--- config.mk ---
export PLATFORM = sky130hd
export DESIGN_NAME = serial_mem_slave
export DESIGN_NICKNAME = d
export VERILOG_FILES = /design/src/rtl/sms_pkg.sv /design/src/rtl/sms_sync.sv /design/src/rtl/sms_shift.sv /design/src/rtl/serial_mem_slave.sv
export SDC_FILE = /design/constraint.sdc
export NUM_CORES = 1
export LEC_CHECK = 0
export BUFFER_PORTS_ARGS = -buffer_cell sky130_fd_sc_hd__buf_4
export CELL_PAD_IN_SITES_DETAIL_PLACEMENT = 0
export CELL_PAD_IN_SITES_GLOBAL_PLACEMENT = 1
export CORE_MARGIN = 2
export CORE_UTILIZATION = 44
export CTS_BUF_LIST = sky130_fd_sc_hd__clkbuf_8
export CTS_CLUSTER_DIAMETER = 40
export DETAILED_ROUTE_END_ITERATION = 8
export GPL_ROUTABILITY_DRIVEN = 0
export MAX_ROUTING_LAYER = met4
export PLACE_DENSITY = 0.89
export SYNTH_ARGS = -nofsm -noshare
export SYNTH_HDL_FRONTEND = slang
export SYNTH_SLANG_ARGS = --single-unit
--- constraint.sdc ---
create_clock -name clk -period 2.2 [get_ports clk]
set_clock_uncertainty 0.05 [all_clocks]
set_input_delay 0.66 -clock clk [delete_from_list [all_inputs] [get_ports clk]]
set_output_delay 0.66 -clock clk [all_outputs]
set_load 0.02 [all_outputs]
--- src/rtl/sms_pkg.sv ---
package sms_pkg;

    localparam int BYTE_W   = 8;
    localparam int STRAP_W  = 3;
    localparam int PREFIX_W = 4;
    localparam logic [PREFIX_W-1:0] DEV_PREFIX = 4'b1010;

    typedef enum logic [3:0] {
        ST_IDLE,
        ST_ADDR,
        ST_AACK,
        ST_WADDR,
        ST_WDATA,
        ST_WACK,
        ST_RDATA,
        ST_RACK,
        ST_WAIT
    } sms_state_e;

    typedef struct packed {
        logic [PREFIX_W-1:0] prefix;
        logic [STRAP_W-1:0]  sel;
        logic                rnw;
    } sms_addr_t;

    function automatic logic addr_ok(input logic [BYTE_W-1:0] b,
                                     input logic [STRAP_W-1:0] s);
        sms_addr_t a;
        a = sms_addr_t'(b);
        return (a.prefix == DEV_PREFIX) && (a.sel == s);
    endfunction

endpackage

--- src/rtl/sms_sync.sv ---
module sms_sync #(
    parameter int LINES  = 2,
    parameter int STAGES = 2
) (
    input  logic             clk,
    input  logic             rst,
    input  logic [LINES-1:0] raw,
    output logic [LINES-1:0] lvl,
    output logic [LINES-1:0] prev
);
    for (genvar g = 0; g < LINES; g++) begin : g_line
        logic [STAGES-1:0] chain;
        logic              last;
        always_ff @(posedge clk) begin
            if (rst) begin
                chain <= '1;
                last  <= 1'b1;
            end else begin
                chain <= {chain[STAGES-2:0], raw[g]};
                last  <= chain[STAGES-1];
            end
        end
        assign lvl[g]  = chain[STAGES-1];
        assign prev[g] = last;
    end
endmodule

--- src/rtl/sms_shift.sv ---
module sms_shift #(
    parameter int W = 8
) (
    input  logic         clk,
    input  logic         rst,
    input  logic         clr,
    input  logic         step,
    input  logic         din,
    output logic [W-1:0] value,
    output logic         full
);
    localparam int CW = $clog2(W + 1);
    logic [CW-1:0] cnt;

    always_ff @(posedge clk) begin
        if (rst || clr) begin
            cnt <= '0;
            if (rst) value <= '0;
        end else if (step && !full) begin
            cnt   <= cnt + 1'b1;
            value <= {value[W-2:0], din};
        end
    end

    assign full = (cnt == CW'(W));
endmodule

--- src/rtl/serial_mem_slave.sv ---
module serial_mem_slave
    import sms_pkg::*;
#(
    parameter int AW = BYTE_W,
    parameter int DW = BYTE_W
) (
    input  logic               clk,
    input  logic               rst,
    input  logic               scl_in,
    input  logic               sda_in,
    output logic               sda_pull,
    input  logic [STRAP_W-1:0] strap,
    input  logic               busy,
    output logic               wr_stb,
    output logic [AW-1:0]      wr_addr,
    output logic [DW-1:0]      wr_data,
    output logic               wr_commit,
    output logic [AW-1:0]      rd_addr,
    input  logic [DW-1:0]      rd_data
);
    localparam int SCL_I = 1;
    localparam int SDA_I = 0;

    logic [1:0] lvl, prev;
    sms_sync #(.LINES(2), .STAGES(2)) u_sync (
        .clk(clk), .rst(rst), .raw({scl_in, sda_in}), .lvl(lvl), .prev(prev)
    );

    logic scl_s, sda_s, scl_rise, scl_fall, start_w, stop_w;
    assign scl_s    = lvl[SCL_I];
    assign sda_s    = lvl[SDA_I];
    assign scl_rise = scl_s && !prev[SCL_I];
    assign scl_fall = !scl_s && prev[SCL_I];
    assign start_w  = scl_s && prev[SCL_I] && prev[SDA_I] && !sda_s;
    assign stop_w   = scl_s && prev[SCL_I] && !prev[SDA_I] && sda_s;

    sms_state_e      state;
    logic [AW-1:0]   ptr;
    logic [DW-1:0]   tx;
    logic            rnw, wrote, mack;
    logic [DW-1:0]   rx_byte;
    logic            rx_full, ack_phase, shift_phase;

    assign ack_phase   = (state == ST_AACK) || (state == ST_WACK) || (state == ST_RACK);
    assign shift_phase = (state == ST_ADDR) || (state == ST_WADDR) ||
                         (state == ST_WDATA) || (state == ST_RDATA);

    sms_shift #(.W(DW)) u_shift (
        .clk(clk), .rst(rst),
        .clr(start_w || (scl_fall && ack_phase)),
        .step(scl_rise && shift_phase),
        .din(sda_s),
        .value(rx_byte), .full(rx_full)
    );

    always_ff @(posedge clk) begin
        wr_stb    <= 1'b0;
        wr_commit <= 1'b0;
        if (rst) begin
            state    <= ST_IDLE;
            sda_pull <= 1'b0;
            ptr      <= '0;
            tx       <= '0;
            rnw      <= 1'b0;
            wrote    <= 1'b0;
            mack     <= 1'b0;
            wr_addr  <= '0;
            wr_data  <= '0;
        end else if (busy) begin
            state    <= ST_IDLE;
            sda_pull <= 1'b0;
        end else if (start_w) begin
            state    <= ST_ADDR;
            sda_pull <= 1'b0;
            wrote    <= 1'b0;
        end else if (stop_w) begin
            state     <= ST_IDLE;
            sda_pull  <= 1'b0;
            wr_commit <= wrote;
            wrote     <= 1'b0;
        end else begin
            case (state)
                ST_ADDR: if (scl_fall && rx_full) begin
                    if (addr_ok(rx_byte, strap)) begin
                        sda_pull <= 1'b1;
                        rnw      <= rx_byte[0];
                        state    <= ST_AACK;
                    end else begin
                        state <= ST_WAIT;
                    end
                end
                ST_AACK: if (scl_fall) begin
                    if (rnw) begin
                        tx       <= rd_data;
                        sda_pull <= !rd_data[DW-1];
                        state    <= ST_RDATA;
                    end else begin
                        sda_pull <= 1'b0;
                        state    <= ST_WADDR;
                    end
                end
                ST_WADDR: if (scl_fall && rx_full) begin
                    ptr      <= rx_byte[AW-1:0];
                    sda_pull <= 1'b1;
                    state    <= ST_WACK;
                end
                ST_WDATA: if (scl_fall && rx_full) begin
                    wr_stb   <= 1'b1;
                    wr_addr  <= ptr;
                    wr_data  <= rx_byte;
                    ptr      <= ptr + 1'b1;
                    wrote    <= 1'b1;
                    sda_pull <= 1'b1;
                    state    <= ST_WACK;
                end
                ST_WACK: if (scl_fall) begin
                    sda_pull <= 1'b0;
                    state    <= ST_WDATA;
                end
                ST_RDATA: if (scl_fall) begin
                    if (rx_full) begin
                        sda_pull <= 1'b0;
                        ptr      <= ptr + 1'b1;
                        state    <= ST_RACK;
                    end else begin
                        sda_pull <= !tx[DW-2];
                        tx       <= {tx[DW-2:0], 1'b0};
                    end
                end
                ST_RACK: begin
                    if (scl_rise) mack <= !sda_s;
                    if (scl_fall) begin
                        if (mack) begin
                            tx       <= rd_data;
                            sda_pull <= !rd_data[DW-1];
                            state    <= ST_RDATA;
                        end else begin
                            state <= ST_WAIT;
                        end
                    end
                end
                default: ;
            endcase
        end
    end

    assign rd_addr = ptr;

    // busy leaves the line released on the next cycle
    a_r9_busy_release: assert property (@(posedge clk) disable iff (rst)
        busy |=> !sda_pull);

    // the pull enable moves only after a clock fall or a bus condition
    a_r10_pull_after_fall: assert property (@(posedge clk) disable iff (rst)
        !$stable(sda_pull) |-> $past(scl_fall || start_w || stop_w || busy));

    // write strobe lasts one cycle and the pointer has stepped past it
    a_r4_strobe_single: assert property (@(posedge clk) disable iff (rst)
        wr_stb |=> !wr_stb);
    a_r4_ptr_step: assert property (@(posedge clk) disable iff (rst)
        wr_stb |-> rd_addr == wr_addr + 1'b1);

    // commit only arrives with the line released
    a_r5_commit_released: assert property (@(posedge clk) disable iff (rst)
        wr_commit |-> !sda_pull);

    // an address acknowledge always follows a matching byte
    a_r2_ack_on_match: assert property (@(posedge clk) disable iff (rst)
        ($rose(sda_pull) && state == ST_AACK) |-> addr_ok(rx_byte, strap));

endmodule

==> impl_metrics.yaml, run 1 <==
outcome:
  status: "completed"
global_route:
  grt_pass1_wl_mm: 11.1
  grt_pass1_vias: 2308
  grt_antenna_before_repair: 0
  grt_use_total_pct: 20.1
  grt_max_degree: 34
  overflow: 0
drt:
  vias: 2520
  ant_nets: 0
  post-route-drc-count: 0
  post_drt_wl_per_cell_um: 14.7
  finalWirelength_mm: 6.71
  drt_iter0_markers: 135
  routed_via_density: 5.50
  dr.pass1.iters: 4
placed_design:
  place.port_buffers: 42
  dp_hpwl_mm: 4.72
synthesis:
  synth_edf_count: 8
  synth_nets: 349
  netlist_area_um2: 2880
  ys_async_sr_fraction_pct: 0
  synth_seq_cells: 59
  yosysWarnings: 0
  synth-main-ff-cell: "dfxtp_1"
  yosysTopAreaCell: "dfxtp_1"
  yosysTopAreaCellShare_pct: 35.5
  synth_cell_type_count: 54
  syn-instance-count: 330
  synth_seq_area_share_pct: 43.9
  yosys-top-cells-area: "dfxtp_1 36%, edfxtp_1 8.4%, a21oi_1 6.3%"
  avgSynthCellArea_um2: 8.71
floorplan:
  initial_core_util_pct: 45.3
  io_pins: 43
  die_y_um: 84.8
  die_w_um: 84.8
  die_area_um2: 7200
  core-area_um2: 6350
  rows: 29
clocking:
  cts_sinks: 59
  clk_latency_ns: 0.34
  htree_levels: 3
  cts_tree: "yes"
  cts_root_buffer: "clkbuf_8"
  path_clk_slew_ns: 0.07
  numCtsBuffers: 9
  ctsLongestPathBuffers: 2
timing:
  slew_viol_final: 0
  fin_crit_ns: 2.05
  setup_viol: 0
  maxSlewHeadroom_pct: 61.3
  fin_crit_sh_pct: 93.2
  hold_slack_ns: 0.356
  fmax_ghz: 0.488
  rsz0062_at_grt: "false"
  tightest_slew_ns: 0.576
  setup_tns_ns: 0
  hold_viol: 0
run:
  maxCapViolations: 0
power:
  cellPowerDensity_nw_per_um2: 611
  peakVddDrop_mv: 0.428
  totalPowerFinal_uw: 2110
  p_leak_uw: 0.00129
worst_setup_path:
  cp_top_family: "simple AND/OR/NAND/NOR gates"
  worst_setup_path_end_kind: "flop"
  cp_data_arrival_time_ns: 2.22
  startpoint_type: "flop"
  critPathBufInv: 1
  critPathKind: "reg2reg"
  cp_max_fo: 7
  slowest_stage: "or4_1"
  worstPathRequired_ns: 2.37
  worstPathCellList: "inv_1, ha_1, and3b_2, a211oi_2, or4_1, a222oi_1, nor2_1"
  slowest_delay_ns: 0.51
cells_and_area:
  insertedDiodeCount: 0
  multi_input_area_um2: 1490
  layout.area.seq_um2: 1260
  synthToLayoutAreaGrowth_pct: 20.3
  fill_cells: 599
  final_cell_mix: "56 x buf_4, 51 x dfxtp_1, 48 x nand2_1"
  drive_gt1_share_pct: 24.1
  final_nets: 395
  final_common_cell: "buf_4"
hold_path:
  hold_path_class: "reg2reg"
power by group:
part / switching [uW] / internal [uW] / total, uW
registers: 17.3 / 1110 / 1120
clock network: 472 / 414 / 886
logic: 54.9 / 48.5 / 103
path summary, 6_finish.rpt:
path / startpoint / end / slack, ns / depth (start not counted)
worst max-delay path: u_shift.cnt[0] / state[0] / 0.15 / 7
worst min-delay path: u_sync.g_line[1].chain[0] / u_sync.g_line[1].chain[1] / 0.36 / 1
worst max register to register: u_shift.cnt[0] / state[0] / 0.15 / 7
worst min register to register: u_sync.g_line[1].chain[0] / u_sync.g_line[1].chain[1] / 0.36 / 1
sequential cells by signal, summed over array words and instances (netlist names):
name and flops:
u_sync.g_line.last 2, u_shift.cnt 4, sda_pull 1, rnw 1
state 4, u_sync.g_line.chain 4, rd_addr 8, wr_commit 1
tx 7, wr_addr 8, u_shift.value 8, wrote 1
wr_stb 1, mack 1, wr_data 8
synth_stat cells, types with 3 or more instances:
cell type,count
dfxtp_1,51
nand2_1,48
a21oi_1,36
nor2_1,33
nand2b_1,11
a211oi_1,9
mux2i_1,9
nor3_1,9
or2_2,9
and2_1,8
edfxtp_1,8
nand3_1,8
buf_2,7
clkbuf_1,7
xor2_1,5
inv_1,4
nor2b_1,4
o21ai_0,4
o32ai_1,4
a21o_1,3
buf_6,3
ha_1,3
o21a_1,3
xnor2_1,3
repair_timing:
item	4_1_cts	5_1_grt
gates resized for setup	0	1
setup endpoints to repair	0	1
hold buffers	0	0
setup buffers	0	0
through the flow:
stage / setup WS (ns) / utilization, % / cells / cell area (um2)
6_report: 0.150 / 54.5 / 458 / 3460
5_1_grt: 0.0372 / 54.5 / 458 / 3460
4_1_cts: 0.0774 / 54.4 / 458 / 3460
3_5_place_dp: 0.0858 / 51.7 / 442 / 3280
3_3_place_gp: 0.171 / 51.7 / 442 / 3280
2_1_floorplan: 0.274 / - / 330 / 2880
final cells by class:
class / instances / area share (%)
inverter: 4 / 0.434
tap: 77 / 2.79
multi-input combinational: 246 / 43.1
clock inverter: 7 / 1.52
timing repair buffer: 56 / 12.2
clock buffer: 9 / 3.58
sequential: 59 / 36.5
kinds of logic after synthesis:
logic type                 share of synthesized area [%]
xor gates and xnor gates                            2.44
adders and majority gates                           1.31
AOI/OAI and AO/OA                                   16.6
and+or+nand+nor                                     28.0
buffers and inverters                               4.61
DFF                                                 43.9
muxes                                               3.13
metal layers:
metal | vias to the layer above | GRT usage (%) | share of wire (%)
li1 | 1260 | - | -
met1 | 1179 | 24.4 | 44
met2 | 79 | 32.0 | 50
met3 | 2 | 6.61 | 5.4
met4 | 0 | 5.92 | 0.55
met5 | - | - | 0
Note: power is estimated with default switching activity, not from simulation.
==> run 2: changes to the inputs <==
ABC_AREA = 1   (was default)
CORE_UTILIZATION = 42   (was 44)
==> impl_metrics.yaml, run 2 <==
outcome:
  status: "completed"
power:
  peakVddDrop_mv: 0.426
  cellPowerDensity_nw_per_um2: 640
  totalPowerFinal_uw: 2280
  p_leak_uw: 0.00170
timing:
  setup_viol: 0
  fin_crit_ns: 1.96
  rsz0062_at_grt: "false"
  tightest_slew_ns: 0.360
  slew_viol_final: 0
  maxSlewHeadroom_pct: 75.7
  fmax_ghz: 0.511
  hold_viol: 0
  setup_tns_ns: 0
  fin_crit_sh_pct: 88.9
drt:
  vias: 2779
  post_drt_wl_per_cell_um: 12.3
  post-route-drc-count: 0
  dr.pass1.iters: 5
  drt_iter0_markers: 256
  ant_nets: 0
  routed_via_density: 4.87
  finalWirelength_mm: 7.05
synthesis:
  synth_seq_cells: 59
  synth_seq_area_share_pct: 42.8
  yosysWarnings: 0
  synth_common_cells: "100 x nand2_1, 74 x nor2_1, 51 x dfxtp_1, 42 x inv_1, 38 x o21ai_0"
  synth_nets: 441
  yosysTopAreaCell: "dfxtp_1"
  synth_cell_type_count: 36
  syn-instance-count: 422
  yosysTopAreaCellShare_pct: 34.6
  yosys-top-cells-area: "dfxtp_1 35%, nand2_1 13%, nor2_1 9.4%"
  avgSynthCellArea_um2: 6.98
  netlist_area_um2: 2950
  synth-main-ff-cell: "dfxtp_1"
  synth_edf_count: 8
  synth_most_common_cell: "nand2_1"
  ys_async_sr_fraction_pct: 0
cells_and_area:
  final_cell_area_um2: 3560
  final_nets: 490
  synthToLayoutAreaGrowth_pct: 20.8
  final_common_cell: "nand2_1"
  layout.area.seq_um2: 1260
  final_cell_mix: "100 x nand2_1, 74 x nor2_1, 51 x dfxtp_1"
  insertedDiodeCount: 0
  fill_cells: 725
  multi_input_area_um2: 1450
  drive_gt1_share_pct: 18.3
clocking:
  cts_tree: "yes"
  htree_levels: 3
  numCtsBuffers: 9
  clk_latency_ns: 0.33
  cts_root_buffer: "clkbuf_8"
  path_clk_slew_ns: 0.07
  cts_resized: 0
  postCtsHoldBufs: 0
  cts_sinks: 59
  cts_setup_buffers: 0
  ctsLongestPathBuffers: 2
floorplan:
  initial_core_util_pct: 43.4
  rows: 30
  die_w_um: 87.8
  die_area_um2: 7700
  die_y_um: 87.8
  core-area_um2: 6790
  io_pins: 43
placed_design:
  dpl_cell_area_um2: 3380
  place.port_buffers: 42
  dp_hpwl_mm: 5.23
worst_setup_path:
  worstPathCellList: "inv_1, ha_1, nand2_1, nor2_1, nand2_1, inv_1, o21ai_2, nor2_2, buf_4, o21ai_0, a21oi_1"
  cp_max_fo: 6
  slowest_delay_ns: 0.32
  critPathKind: "reg2reg"
  slowest_stage: "dfxtp_1"
  worst_setup_path_end_kind: "flop"
  startpoint_type: "flop"
  worstPathRequired_ns: 2.42
  cp_data_arrival_time_ns: 2.17
global_route:
  grt_pass1_vias: 2453
  grt_antenna_before_repair: 0
  grt_max_degree: 26
  grt_use_total_pct: 20.1
  grt_pass1_wl_mm: 11.6
  overflow: 0
hold_path:
  hold_path_class: "reg2reg"
run:
  maxCapViolations: 0
run 2: cell count changes in the layout (fill, tap and decap cells not counted), moves of 7 or more:
cell and delta:
buf_4 -9, o21ai_0 +33, nand2b_1 -11, inv_1 +38, nor2_1 +41, nand2_1 +52, mux2i_1 -9, a21oi_1 -12
and2_1 -7, a211oi_1 -9, nand3_1 +18
run 2: routing by layer:
metal,vias up,GRT usage (%),wire [um]
met2,71,28.2,3070
li1,1445,-,-
met5,-,-,0
met1,1253,28.0,3550
met3,10,3.68,310
met4,0,8.81,114
run 2: kinds of logic (layout without fill, tap and decap cells):
logic type	after synthesis	after routing	share of synthesized area [%]
AO/OA/AOI/OAI	70	70	12.5
AND/OR/NAND/NOR	232	232	35.1
flip-flops	59	59	42.8
XOR/XNOR	1	1	0.297
adder cells (fa/ha/maj)	3	3	1.27
buffers and inverters	57	110	8.02
run 2: area by class of cell:
cell class / instances / share of cell area (%)
Timing Repair Buffer: 48 / 10.5
Inverter: 47 / 4.95
Multi-Input combinational cell: 306 / 40.7
Clock inverter: 6 / 1.62
Tap cell: 96 / 3.37
Clock buffer: 9 / 3.48
Sequential cell: 59 / 35.4
run 2: power breakdown:
part | switching, uW | internal (uW) | leakage [uW]
clock | 418 | 508 | 0.0000963
sequential | 18.9 | 1120 | 0.000494
combinational | 138 | 79.1 | 0.00111
total | 575 | 1700 | 0.00170
run 2: through the flow:
step	hold slack, ns	cells	util, %	setup WS [ns]
floorplan	0.339	422	-	0.113
global placement	0.344	556	49.7	0.354
detailed placement	0.343	556	49.7	0.286
CTS	0.359	571	52.4	0.262
global route	0.375	571	52.4	0.0504
finish	0.358	571	52.4	0.244
run 2: path summary, 6_finish.rpt:
| check | startpoint | endpoint | slack [ns] | cells after the start |
|---|---|---|---|---|
| max reg2reg | u_shift.cnt[0] | rd_addr[2] | 0.24 | 11 |
| min | u_sync.g_line[0].chain[0] | u_sync.g_line[0].chain[1] | 0.36 | 1 |
| max | u_shift.cnt[0] | rd_addr[2] | 0.24 | 11 |
| min reg2reg | u_sync.g_line[0].chain[0] | u_sync.g_line[0].chain[1] | 0.36 | 1 |
run 2: worst max-delay path, delay by kind of cell (launching register included):
kind            cells  cell delay [ns]
simple gates        4             0.67
buf+inv             3             0.43
flops               1             0.32
compound gates      3             0.29
fa+ha+maj           1             0.15
